==> src/rtl/fca_pkg.sv <==
`timescale 1ns/1ps
package fca_pkg;
  localparam int unsigned LEN_W  = 9;
  localparam int unsigned CLEN_W = 4;

  typedef enum logic [1:0] {
    CH_SYNC    = 2'd0,
    CH_PAGING  = 2'd1,
    CH_ACCESS  = 2'd2,
    CH_TRAFFIC = 2'd3
  } chan_e;

  typedef enum logic [1:0] {
    RT_FULL    = 2'd0,
    RT_HALF    = 2'd1,
    RT_QUARTER = 2'd2,
    RT_EIGHTH  = 2'd3
  } rate_e;

  typedef struct packed {
    logic              ok;
    logic [LEN_W-1:0]  info_len;
    logic [CLEN_W-1:0] crc_len;
  } fmt_t;

  function automatic fmt_t mk_fmt(input logic [LEN_W-1:0] info, input logic [CLEN_W-1:0] crc);
    fmt_t f;
    f.ok       = 1'b1;
    f.info_len = info;
    f.crc_len  = crc;
    return f;
  endfunction
endpackage

==> src/rtl/fca_fmt_decode.sv <==
`timescale 1ns/1ps
module fca_fmt_decode
  import fca_pkg::*;
(
  input  chan_e chan_i,
  input  logic  rate_set_i,
  input  rate_e rate_i,
  output fmt_t  fmt_o
);
  always_comb begin
    fmt_o = '0;
    case (chan_i)
      CH_SYNC:   if (rate_i == RT_EIGHTH) fmt_o = mk_fmt(9'd32, 4'd0);
      CH_PAGING: begin
        if (rate_i == RT_FULL)      fmt_o = mk_fmt(9'd192, 4'd0);
        else if (rate_i == RT_HALF) fmt_o = mk_fmt(9'd96, 4'd0);
      end
      CH_ACCESS: if (rate_i == RT_HALF) fmt_o = mk_fmt(9'd88, 4'd0);
      CH_TRAFFIC: begin
        if (!rate_set_i) begin
          case (rate_i)
            RT_FULL:    fmt_o = mk_fmt(9'd172, 4'd12);
            RT_HALF:    fmt_o = mk_fmt(9'd80, 4'd8);
            RT_QUARTER: fmt_o = mk_fmt(9'd40, 4'd0);
            default:    fmt_o = mk_fmt(9'd16, 4'd0);
          endcase
        end else begin
          case (rate_i)
            RT_FULL:    fmt_o = mk_fmt(9'd268, 4'd12);
            RT_HALF:    fmt_o = mk_fmt(9'd126, 4'd10);
            RT_QUARTER: fmt_o = mk_fmt(9'd56, 4'd8);
            default:    fmt_o = mk_fmt(9'd22, 4'd6);
          endcase
        end
      end
      default: fmt_o = '0;
    endcase
  end
endmodule

==> src/rtl/fca_crc_engine.sv <==
`timescale 1ns/1ps
module fca_crc_engine #(
  parameter int unsigned CRC_W = 12,
  parameter int unsigned LEN_W = 4
) (
  input  logic             clk_i,
  input  logic             rst_ni,
  input  logic             init_i,
  input  logic [LEN_W-1:0] len_i,
  input  logic             shift_in_i,
  input  logic             din_i,
  input  logic             shift_out_i,
  output logic             msb_o
);
  localparam logic [CRC_W-1:0] ONES = '1;

  logic [CRC_W-1:0] crc_q, poly, mask;
  logic             top, fb;

  // Feedback taps below the leading term, one mask per supported length
  always_comb begin
    case (len_i)
      LEN_W'(12): poly = CRC_W'(12'hF13);
      LEN_W'(10): poly = CRC_W'(12'h3D9);
      LEN_W'(8):  poly = CRC_W'(12'h09B);
      LEN_W'(6):  poly = CRC_W'(12'h007);
      default:    poly = '0;
    endcase
  end

  always_comb begin
    mask = '0;
    top  = 1'b0;
    for (int k = 0; k < int'(CRC_W); k++) begin
      mask[k] = (k < int'(len_i));
      if (k + 1 == int'(len_i)) top = crc_q[k];
    end
  end

  assign fb    = din_i ^ top;
  assign msb_o = top;

  always_ff @(posedge clk_i or negedge rst_ni) begin
    if (!rst_ni)          crc_q <= ONES;
    else if (init_i)      crc_q <= ONES;
    else if (shift_in_i)  crc_q <= ((crc_q << 1) ^ (fb ? poly : '0)) & mask;
    else if (shift_out_i) crc_q <= (crc_q << 1) & mask;
  end
endmodule

==> src/rtl/fca_slot_seq.sv <==
`timescale 1ns/1ps
module fca_slot_seq #(
  parameter int unsigned SLOT_LEN = 288,
  parameter int unsigned LEN_W    = 9,
  parameter int unsigned CLEN_W   = 4
) (
  input  logic              clk_i,
  input  logic              rst_ni,
  input  logic              sof_i,
  input  logic              fmt_ok_i,
  input  logic [LEN_W-1:0]  info_len_i,
  input  logic [CLEN_W-1:0] crc_len_i,
  input  logic              bit_valid_i,
  output logic              accept_o,
  output logic              in_info_o,
  output logic              in_crc_o,
  output logic              step_o,
  output logic              last_o
);
  localparam int unsigned POS_W = $clog2(SLOT_LEN);
  localparam int unsigned CMP_W = (POS_W > LEN_W ? POS_W : LEN_W) + 1;

  logic             busy_q;
  logic [POS_W-1:0] pos_q;
  logic [CMP_W-1:0] pos_w, info_w, crc_end;

  assign pos_w   = CMP_W'(pos_q);
  assign info_w  = CMP_W'(info_len_i);
  assign crc_end = info_w + CMP_W'(crc_len_i);

  assign accept_o  = sof_i & ~busy_q;
  assign in_info_o = busy_q & fmt_ok_i & (pos_w < info_w);
  assign in_crc_o  = busy_q & fmt_ok_i & ~in_info_o & (pos_w < crc_end);
  // Information phase waits on the stream; every other phase advances each cycle
  assign step_o    = busy_q & (~in_info_o | bit_valid_i);
  assign last_o    = step_o & (pos_q == POS_W'(SLOT_LEN - 1));

  always_ff @(posedge clk_i or negedge rst_ni) begin
    if (!rst_ni) begin
      busy_q <= 1'b0;
      pos_q  <= '0;
    end else if (accept_o) begin
      busy_q <= 1'b1;
      pos_q  <= '0;
    end else if (last_o) begin
      busy_q <= 1'b0;
      pos_q  <= '0;
    end else if (step_o) begin
      pos_q  <= pos_q + POS_W'(1);
    end
  end
endmodule

==> src/rtl/frame_crc_appender.sv <==
`timescale 1ns/1ps
module frame_crc_appender
  import fca_pkg::*;
#(
  parameter int unsigned SLOT_LEN = 288,
  parameter int unsigned CRC_W    = 12
) (
  input  logic       clk_i,
  input  logic       rst_ni,
  input  logic       rate_set_i,
  input  logic [1:0] chan_i,
  input  logic       sof_i,
  input  logic [1:0] rate_i,
  input  logic       bit_valid_i,
  input  logic       bit_i,
  output logic       bit_ready_o,
  output logic       out_valid_o,
  output logic       out_bit_o,
  output logic       frame_done_o,
  output logic       cfg_err_o
);
  chan_e chan_q;
  rate_e rate_q;
  logic  rs_q, seen_q;
  fmt_t  fmt;
  logic  accept, in_info, in_crc, step, last, crc_msb;
  logic  ov_q, ob_q, done_q;

  always_ff @(posedge clk_i or negedge rst_ni) begin
    if (!rst_ni) begin
      chan_q <= CH_SYNC;
      rate_q <= RT_FULL;
      rs_q   <= 1'b0;
      seen_q <= 1'b0;
    end else if (accept) begin
      chan_q <= chan_e'(chan_i);
      rate_q <= rate_e'(rate_i);
      rs_q   <= rate_set_i;
      seen_q <= 1'b1;
    end
  end

  fca_fmt_decode u_dec (
    .chan_i     (chan_q),
    .rate_set_i (rs_q),
    .rate_i     (rate_q),
    .fmt_o      (fmt)
  );

  fca_slot_seq #(
    .SLOT_LEN (SLOT_LEN),
    .LEN_W    (LEN_W),
    .CLEN_W   (CLEN_W)
  ) u_seq (
    .clk_i       (clk_i),
    .rst_ni      (rst_ni),
    .sof_i       (sof_i),
    .fmt_ok_i    (fmt.ok),
    .info_len_i  (fmt.info_len),
    .crc_len_i   (fmt.crc_len),
    .bit_valid_i (bit_valid_i),
    .accept_o    (accept),
    .in_info_o   (in_info),
    .in_crc_o    (in_crc),
    .step_o      (step),
    .last_o      (last)
  );

  fca_crc_engine #(
    .CRC_W (CRC_W),
    .LEN_W (CLEN_W)
  ) u_crc (
    .clk_i       (clk_i),
    .rst_ni      (rst_ni),
    .init_i      (accept),
    .len_i       (fmt.crc_len),
    .shift_in_i  (in_info & bit_valid_i),
    .din_i       (bit_i),
    .shift_out_i (in_crc),
    .msb_o       (crc_msb)
  );

  always_ff @(posedge clk_i or negedge rst_ni) begin
    if (!rst_ni) begin
      ov_q   <= 1'b0;
      ob_q   <= 1'b0;
      done_q <= 1'b0;
    end else begin
      ov_q   <= step;
      ob_q   <= in_info ? bit_i : (in_crc & crc_msb);
      done_q <= last;
    end
  end

  assign bit_ready_o  = in_info;
  assign out_valid_o  = ov_q;
  assign out_bit_o    = ob_q;
  assign frame_done_o = done_q;
  assign cfg_err_o    = seen_q & ~fmt.ok;
endmodule

==> config.mk <==
export PLATFORM = sky130hd
export DESIGN_NAME = frame_crc_appender
export DESIGN_NICKNAME = d
export VERILOG_FILES = /design/src/rtl/fca_pkg.sv /design/src/rtl/fca_fmt_decode.sv /design/src/rtl/fca_crc_engine.sv /design/src/rtl/fca_slot_seq.sv /design/src/rtl/frame_crc_appender.sv
export SDC_FILE = /design/constraint.sdc
export NUM_CORES = 1
export LEC_CHECK = 0
export ABC_AREA = 1
export ABC_CLOCK_PERIOD_IN_PS = 5050
export CAP_MARGIN = 20
export CORE_MARGIN = 2
export CORE_UTILIZATION = 56
export CTS_BUF_LIST = sky130_fd_sc_hd__clkbuf_4
export CTS_CLUSTER_SIZE = 10
export DETAILED_ROUTE_END_ITERATION = 12
export GPL_TIMING_DRIVEN = 0
export PLACE_DENSITY = 0.75
export REMOVE_ABC_BUFFERS = 1
export SETUP_SLACK_MARGIN = 0.5
export SLEW_MARGIN = 30
export SYNTH_ARGS = -nofsm -noshare
export SYNTH_HDL_FRONTEND = slang
export SYNTH_SLANG_ARGS = --single-unit
==> constraint.sdc <==
create_clock -name clk_i -period 5.05 [get_ports clk_i]
set_clock_uncertainty 0.2 [all_clocks]
set_input_delay 1.01 -clock clk_i [delete_from_list [all_inputs] [get_ports clk_i]]
set_output_delay 1.01 -clock clk_i [all_outputs]
set_load 0.05 [all_outputs]
* Word-level counts from Yosys, hierarchy flattened
Cells that the tools add are included.
** Word-level totals
- Flip-flop bits (word level) :: 31
- Bits of input ports :: 10
- Output and inout port bits :: 5
- Logic and storage cells :: 103
** Cells by class
- $add $sub $neg :: 2
- $lt $le $gt $ge :: 14
- Eq/ne operators :: 23
- Muxes and demuxes :: 31
- Bitwise gates (word level) :: 18
- Reductions and logical operators :: 5
** Operators by type and width (number)
- 14-bit two-way mux :: 5
- 14-bit one-hot mux with 4 select lines :: 1
- 12-bit two-way mux :: 4
- 12-bit one-hot mux with 4 select lines :: 1
- 13-bit one-hot mux with 3 select lines :: 1
- 12-bit one-hot mux with 3 select lines :: 1
- 4-bit equality test, first input constant :: 8
- 9-bit two-way mux :: 3
- 12-bit AND :: 2
- 3-bit by 4-bit less-than comparator with 1-bit output, first input constant :: 4
- 4-bit less-than comparator, first input constant :: 4
- 1-bit two-way mux :: 15
- 3-bit by 4-bit equality test with 1-bit output, first input constant :: 3
- 4-bit equality test, second input constant :: 3
- 12-bit bitwise XOR :: 1
- 9-bit by 4-bit adder with 10-bit output :: 1
- 1-bit AND :: 10
- 9-bit by 10-bit less-than comparator with 1-bit output :: 1
- 9-bit by 1-bit adder with 9-bit output, second input constant :: 1
- 9-bit equality test, second input constant :: 1
- 9-bit less-than comparator :: 1
- 2-bit equality test, second input constant :: 4
- 1-bit by 4-bit less-than comparator with 1-bit output, first input constant :: 2
- 2-bit by 4-bit less-than comparator with 1-bit output, first input constant :: 2
- other kinds (9) :: 14

* Logic depth before layout (Yosys ltp)
- Word-level depth :: 23
- Mapped depth :: 23
- Gate-level depth less buffers :: 22

* By module
Synthesis repeated with hierarchy kept, for this count alone.
** Second synthesis, totals
- Cell total of the unflattened synthesis :: 432
- Area total of the unflattened synthesis :: 2934.1 sq um
** Modules (own cells, without submodules)
- fca_slot_seq :: times used 1, cells each 181, area an instance 1273.7 sq um, sequential area each 250.2 sq um
- fca_crc_engine :: times used 1, cells each 165, area an instance 1046.0 sq um, sequential area each 315.3 sq um
- frame_crc_appender :: times used 1, cells each 34, area an instance 320.3 sq um, sequential area each 225.2 sq um
- fca_fmt_decode :: times used 1, cells each 52, area an instance 294.0 sq um, sequential area each 0.0 sq um

* Worst setup path after synthesis
Ideal clock, no wire load.
- Path type :: reg2reg
- From :: register rate_q[0]
- To :: register u_crc.crc_q[5]
- Library setup time :: 0.080 ns
- Data arrival time :: 3.463 ns
- Data required time :: 4.770 ns
- Path slack :: 1.307 ns
- Cell stages (with the launch flop) :: 21
- Buffers on the path :: 1
- Period minus slack after synthesis :: 3.743 ns
- Cells stage by stage :: dfrtp_1 inv_1 ha_1 inv_1 nand2_1 o21ai_2 inv_1 ha_1 nand2_1 o21ai_0 nand4_1 o21a_1 ha_1 and3_1 nand4_1 nand3_1 nor3_1 nand2_1 buf_2 a21oi_1 a21oi_2
** On the way
- Cells in the longest elaborated chain, start to end :: 23
- Elaborated cells between the ends (all ways) :: 55
- Those cells by class :: add/sub: 1; order compare: 3; eq/ne: 15; mux: 24; bitwise: 10; reduce/logical: 2
** RTL lines
- start, declared :: line frame_crc_appender.sv:23 : rate_e rate_q;
- start signal, assigned :: line frame_crc_appender.sv:37 : rate_q <= rate_e'(rate_i);
- 2-bit equality test (tied with other cells) :: line fca_fmt_decode.sv:21, fca_fmt_decode.sv:28
- 13-bit one-hot mux with 3 select lines or 12-bit one-hot mux with 3 select lines (tied branches) :: line fca_fmt_decode.sv:28, fca_fmt_decode.sv:21
- 14-bit two-way mux :: line fca_fmt_decode.sv:20 : if (!rate_set_i) begin
- 14-bit one-hot mux with 4 select lines (*) :: line fca_fmt_decode.sv:12 : case (chan_i)
- 2-bit by 4-bit equality test with 1-bit output :: line fca_crc_engine.sv:36 : if (k + 1 == int'(len_i)) top = crc_q[k];
- 1-bit two-way mux (12 in a row) :: line fca_crc_engine.sv:36
- 1-bit bitwise XOR :: line fca_crc_engine.sv:40 : assign fb = din_i ^ top;
- 12-bit two-way mux :: line fca_crc_engine.sv:46 : else if (shift_in_i) crc_q <= ((crc_q << 1) ^ (fb ? poly : '0)) & mask;
- 12-bit bitwise XOR :: line fca_crc_engine.sv:46
- 12-bit AND :: line fca_crc_engine.sv:46
- 12-bit two-way mux :: line fca_crc_engine.sv:46
- 12-bit two-way mux :: line fca_crc_engine.sv:45 : else if (init_i) crc_q <= ONES;
- end signal, assigned :: line fca_crc_engine.sv:46
- end signal, assigned :: line fca_crc_engine.sv:47 : else if (shift_out_i) crc_q <= (crc_q << 1) & mask;
- end, declared :: line fca_crc_engine.sv:17 : logic [CRC_W-1:0] crc_q, poly, mask;
Every way passes the cells marked *; elsewhere a longest branch is shown, timed or not. The select of a mux whose other input is x is not followed.
A chain may end at the register's enable or synchronous reset.

* Final worst setup path
- From :: register rate_q[0]
- To :: output bit_ready_o
** On the way
- Cells in the longest elaborated chain, start to end :: 6
- Elaborated cells between the ends (all ways) :: 15
- Those cells by class :: order compare: 1; eq/ne: 3; mux: 8; bitwise: 2; reduce/logical: 1
** RTL lines
- 2-bit equality test (tied with other cells) :: line fca_fmt_decode.sv:21, fca_fmt_decode.sv:28
- 13-bit one-hot mux with 3 select lines (tied with other cells) :: line fca_fmt_decode.sv:28 : case (rate_i)
- 14-bit two-way mux, on equally long branches :: line fca_fmt_decode.sv:20, fca_fmt_decode.sv:15
- 14-bit one-hot mux with 4 select lines (*) :: line fca_fmt_decode.sv:12
- 9-bit less-than comparator or 1-bit AND (tied branches) :: line fca_slot_seq.sv:32 : assign in_info_o = busy_q & fmt_ok_i & (pos_w < info_w);
- 1-bit AND (*) :: line fca_slot_seq.sv:32
- end, declared :: line frame_crc_appender.sv:16 : output logic bit_ready_o,
Every way passes the cells marked *; elsewhere a longest branch is shown, timed or not.

==> impl_summary.md <==
Die
The die covers around 5600 µm². The count of standard-cell rows is 25. For this configuration, the core starts out at a cell density of 0.587. The die outline height is between 70 and 80 µm. The die is approximately 75 µm wide. The number of top-level pins is 15. In this run the standard cell core region covers 4790 µm².

Logic synthesis
By area the synthesized netlist is led by sky130_fd_sc_hd__dfrtp_1 (17%), sky130_fd_sc_hd__nand2_1 (14%), sky130_fd_sc_hd__dfstp_2 (11%). After synthesis the netlist holds a flip-flop and latch count of 31. The share of synthesized area in the top cell type comes to 0.169.

The biggest area contributor in the post-synthesis netlist is sky130_fd_sc_hd__dfrtp_1. The mapped cell area is 2810 µm². The number of distinct library cells after synthesis is 39.

The mean area per synthesized cell is 6.86 µm². Yosys printed 0 warnings. The sequential share of the synthesized area is 0.281. The number of cells produced by synthesis is 410.

Routing
The total length of routed wires is 6.28 mm. The detailed-route vias per instance is 5.36. The routed length per instance is approximately 13 µm. The number of search-and-repair iterations in the first detailed-routing pass is 4.

The overall via count from detail_route is around 2700. In the routed design, unresolved DRC markers number 0. The remaining antenna violation count after routing is 0. The number of violations reported at the end of detailed-routing iteration 0 is 232.

Min path
The worst hold path belongs to the class reg -> reg.

Cells and area
The final layout contains ~460 nets. In the layout the commonest cells are sky130_fd_sc_hd__nand2_1 (106), sky130_fd_sc_hd__inv_1 (64), sky130_fd_sc_hd__nor2_1 (36). The number of antenna diodes in the final layout is 0. After routing the design area is ~3000 µm².

Compared with the post-synthesis result, the final layout area differs by 9.79%. The share of final-layout standard cells stronger than drive strength 1 is 0.126. The most common cell after layout, fill and taps aside is sky130_fd_sc_hd__nand2_1.

Critical path
Grouping stages by cell kind, the critical path spends the most delay in buffers and inverters. The number of buffers and inverters on the critical path is 4. At the worst endpoint, the required time is 3.84 ns. The setup path with the least slack is of type reg -> out.

The critical path goes through inv_1 > ha_1 > nand2_1 > nand3_1 > o21ai_0 > o221ai_1 > nand2_1 > ha_1 > a21oi_1 > nor2_1 > a211oi_2 > buf_4 > nand3_2 > clkinv_2 > clkbuf_2. For this run, the slowest stage of the critical path takes 0.45 ns. Of all nets on the critical path, the largest fanout is 5.

Data arrives at the worst endpoint at 3.09 ns. The critical path launch point type is a flop. The type of element capturing the critical path is an output port. Among all stages on the critical path, the largest delay is contributed by sky130_fd_sc_hd__dfrtp_1. The register-to-register setup slack is a little under 0.8 ns.

Timing
The relative slew slack is 0.460. Setup repair after global routing left no endpoint under its margin. Setup violations remaining at the end of the flow were counted as 0.

The slew at the pin closest to its max-slew limit is ~0.8 ns. The number of pins exceeding their max-slew limit in the final report is 0. The final-report hold violation count is 0. Dividing the final minimum period by the clock period gives 0.851. Static timing analysis puts the maximum clock frequency at 233 MHz.

The routed design could run at a clock period as short as approximately 4.3 ns. In the final timing run, aggregate negative setup slack is 0 ns.

Pwr
Of the total power, the clock network draws 0.088. For this design the static power due to leakage is around 1.7 nW. The net switching power figure is approximately 0.00086 W.

The internal power of the cells totals 0.000826 W. For this design the ratio of total power to cell area is 546 nW/µm². The share of total power dissipated in combinational logic is 0.635. The net switching fraction of the power is 0.510. The worst-case IR drop observed on VDD is around 0.26 mV. The share of total power dissipated in sequential elements is 0.277.

Placement
The global placement routability congestion is about 0.85. In this run the cell area measured after placement is ~3000 µm². Port buffering added 14 buffers. After legalization and detailed placement, the total HPWL measured between 4 and 5 mm.

Clock network
The clock latency of the later-clocked register in the worst-skew pair is 0.34 ns. The largest buffer count on any clock path is 2. The CTS tree is done. Buffers inserted during clock tree synthesis total 5.

After clock tree synthesis, the clock-pin slew on the worst setup and hold paths is about 0.13 ns. The TritonCTS sink count is 31. The clock tree synthesis step divided the H-tree into 2 levels. Hold repair after CTS inserted 0 buffers.

In this run the clock root is driven by a sky130_fd_sc_hd__clkbuf_4.

Global routing
The global-route total usage across every layer is 0.249. Entering global routing, the biggest net connects 23 pins. The first global-routing pass estimated 10.8 mm of wire. The number of global-route vias before repair was about 2400. The total overflow left after global routing is 0. The initial antenna violation count came to 0.

Outcome
The flow ran to the end, and the final reports show no timing, DRC or antenna violations.

Job
The tool flagged a number of max-cap violations equal to 0.
-- per-stage QoR --
step / power, W / instances / util / setup slack, ns / hold slack [ns]
after CTS: 0.00163 / 491 / 0.637 / 0.471 / 0.284
after detailed placement: 0.00148 / 483 / 0.625 / 0.363 / 0.256
after floorplan: 0.00124 / 401 / - / 1.18 / 0.222
after global placement: 0.00144 / 482 / 0.620 / 0.447 / 0.242
after global routing: 0.00186 / 495 / 0.645 / 0.468 / 0.298
final: 0.00169 / 495 / 0.645 / 0.754 / 0.272
-- path summary, 6_finish.rpt --
kind                                  startpoint                         end  cells past startpoint
setup / recovery           rate_q[0]$_DFFE_PN0P_                 bit_ready_o                     15
hold / removal                seen_q$_DFFE_PN0P_          seen_q$_DFFE_PN0P_                      2
setup reg to reg           rate_q[0]$_DFFE_PN0P_  u_crc.crc_q[5]$_DFFE_PN1P_                     20
hold reg to reg               seen_q$_DFFE_PN0P_          seen_q$_DFFE_PN0P_                      2
max in group asynchronous                 rst_ni  u_crc.crc_q[6]$_DFFE_PN1P_                      2
min in group asynchronous                 rst_ni  u_seq.pos_q[4]$_DFFE_PN0P_                      1
-- area by class of cell --
type,instances,area [µm²]
tap,67,83.8
inverter,70,264
clock buffer,5,37.5
sequential,31,791
timing repair buffer,19,188
fill,460,1700
clock inverter,3,15.0
multi-input combinational,300,1710
-- logic make-up after synthesis --
group / share of synthesized area
buffers and inverters: 0.118
AOI/OAI and AO/OA: 0.0841
and+or+nand+nor: 0.373
adders and majority gates: 0.109
xor gates and xnor gates: 0.0343
DFF: 0.281
-- power by group through the flow --
stage	Clock, W	Combinational, W	Sequential, W
3_5_place_dp	0	0.00101	0.000470
5_1_grt	0.000163	0.00122	0.000480
4_1_cts	0.000150	0.00102	0.000466
2_1_floorplan	0	0.000768	0.000470
6_report	0.000148	0.00107	0.000467
3_3_place_gp	0	0.000974	0.000467
-- cells in the mapped netlist --
cell and count:
sky130_fd_sc_hd__nor3_1 6, sky130_fd_sc_hd__a31oi_1 2, sky130_fd_sc_hd__nand3_2 3, sky130_fd_sc_hd__nor2_1 36, sky130_fd_sc_hd__inv_2 5, sky130_fd_sc_hd__or2_2 1
sky130_fd_sc_hd__nand3_1 27, sky130_fd_sc_hd__xor2_1 8, sky130_fd_sc_hd__nand2_4 3, sky130_fd_sc_hd__xnor2_1 3, sky130_fd_sc_hd__nand2_2 5, sky130_fd_sc_hd__o21ai_0 15
sky130_fd_sc_hd__dfrtp_1 19, sky130_fd_sc_hd__buf_6 3, sky130_fd_sc_hd__ha_1 23, sky130_fd_sc_hd__nand4_2 1, sky130_fd_sc_hd__nand4_1 28, sky130_fd_sc_hd__a211oi_1 1
sky130_fd_sc_hd__o221ai_1 1, sky130_fd_sc_hd__nor2_2 4, sky130_fd_sc_hd__o21ai_2 1, sky130_fd_sc_hd__a21oi_2 2, sky130_fd_sc_hd__nor3b_1 1, sky130_fd_sc_hd__dfstp_2 12
sky130_fd_sc_hd__a21o_1 1, sky130_fd_sc_hd__o22ai_1 1, sky130_fd_sc_hd__inv_1 64, sky130_fd_sc_hd__fa_1 1, sky130_fd_sc_hd__a21oi_1 14, sky130_fd_sc_hd__buf_2 1
sky130_fd_sc_hd__clkinv_2 1, sky130_fd_sc_hd__o21a_1 1, sky130_fd_sc_hd__clkbuf_1 2, sky130_fd_sc_hd__and3_1 1, sky130_fd_sc_hd__nand2_1 107, sky130_fd_sc_hd__o211a_1 1
sky130_fd_sc_hd__nand3_4 1, sky130_fd_sc_hd__buf_4 3, sky130_fd_sc_hd__o21ai_1 1
-- registers in the layout, indices dropped and copies added, names as in the netlist --
name and flops:
u_seq.pos_q 9, seen_q 1, frame_done_o 1, u_seq.busy_q 1, rs_q 1, out_valid_o 1
out_bit_o 1, chan_q 2, rate_q 2, u_crc.crc_q 12
-- tightest hold or removal path, cell delays in order (launching register included) --
cell and delay [ns]:
sky130_fd_sc_hd__dfrtp_1 0.34, sky130_fd_sc_hd__inv_1 0.05, sky130_fd_sc_hd__nand2_1 0.06
-- routing by layer --
metal | track usage | wire length (µm)
met1 | 0.340 | 3060
met2 | 0.390 | 2750
met3 | 0.0549 | 332
met4 | 0.0853 | 136
met5 | 0 | 0
-- repair_timing --
action,CTS,global route
gates resized for setup,4,4
buffers inserted,0,4
setup endpoints to repair,13,13
pin swaps,0,2
No activity file was read; power rests on OpenSTA's default activity.
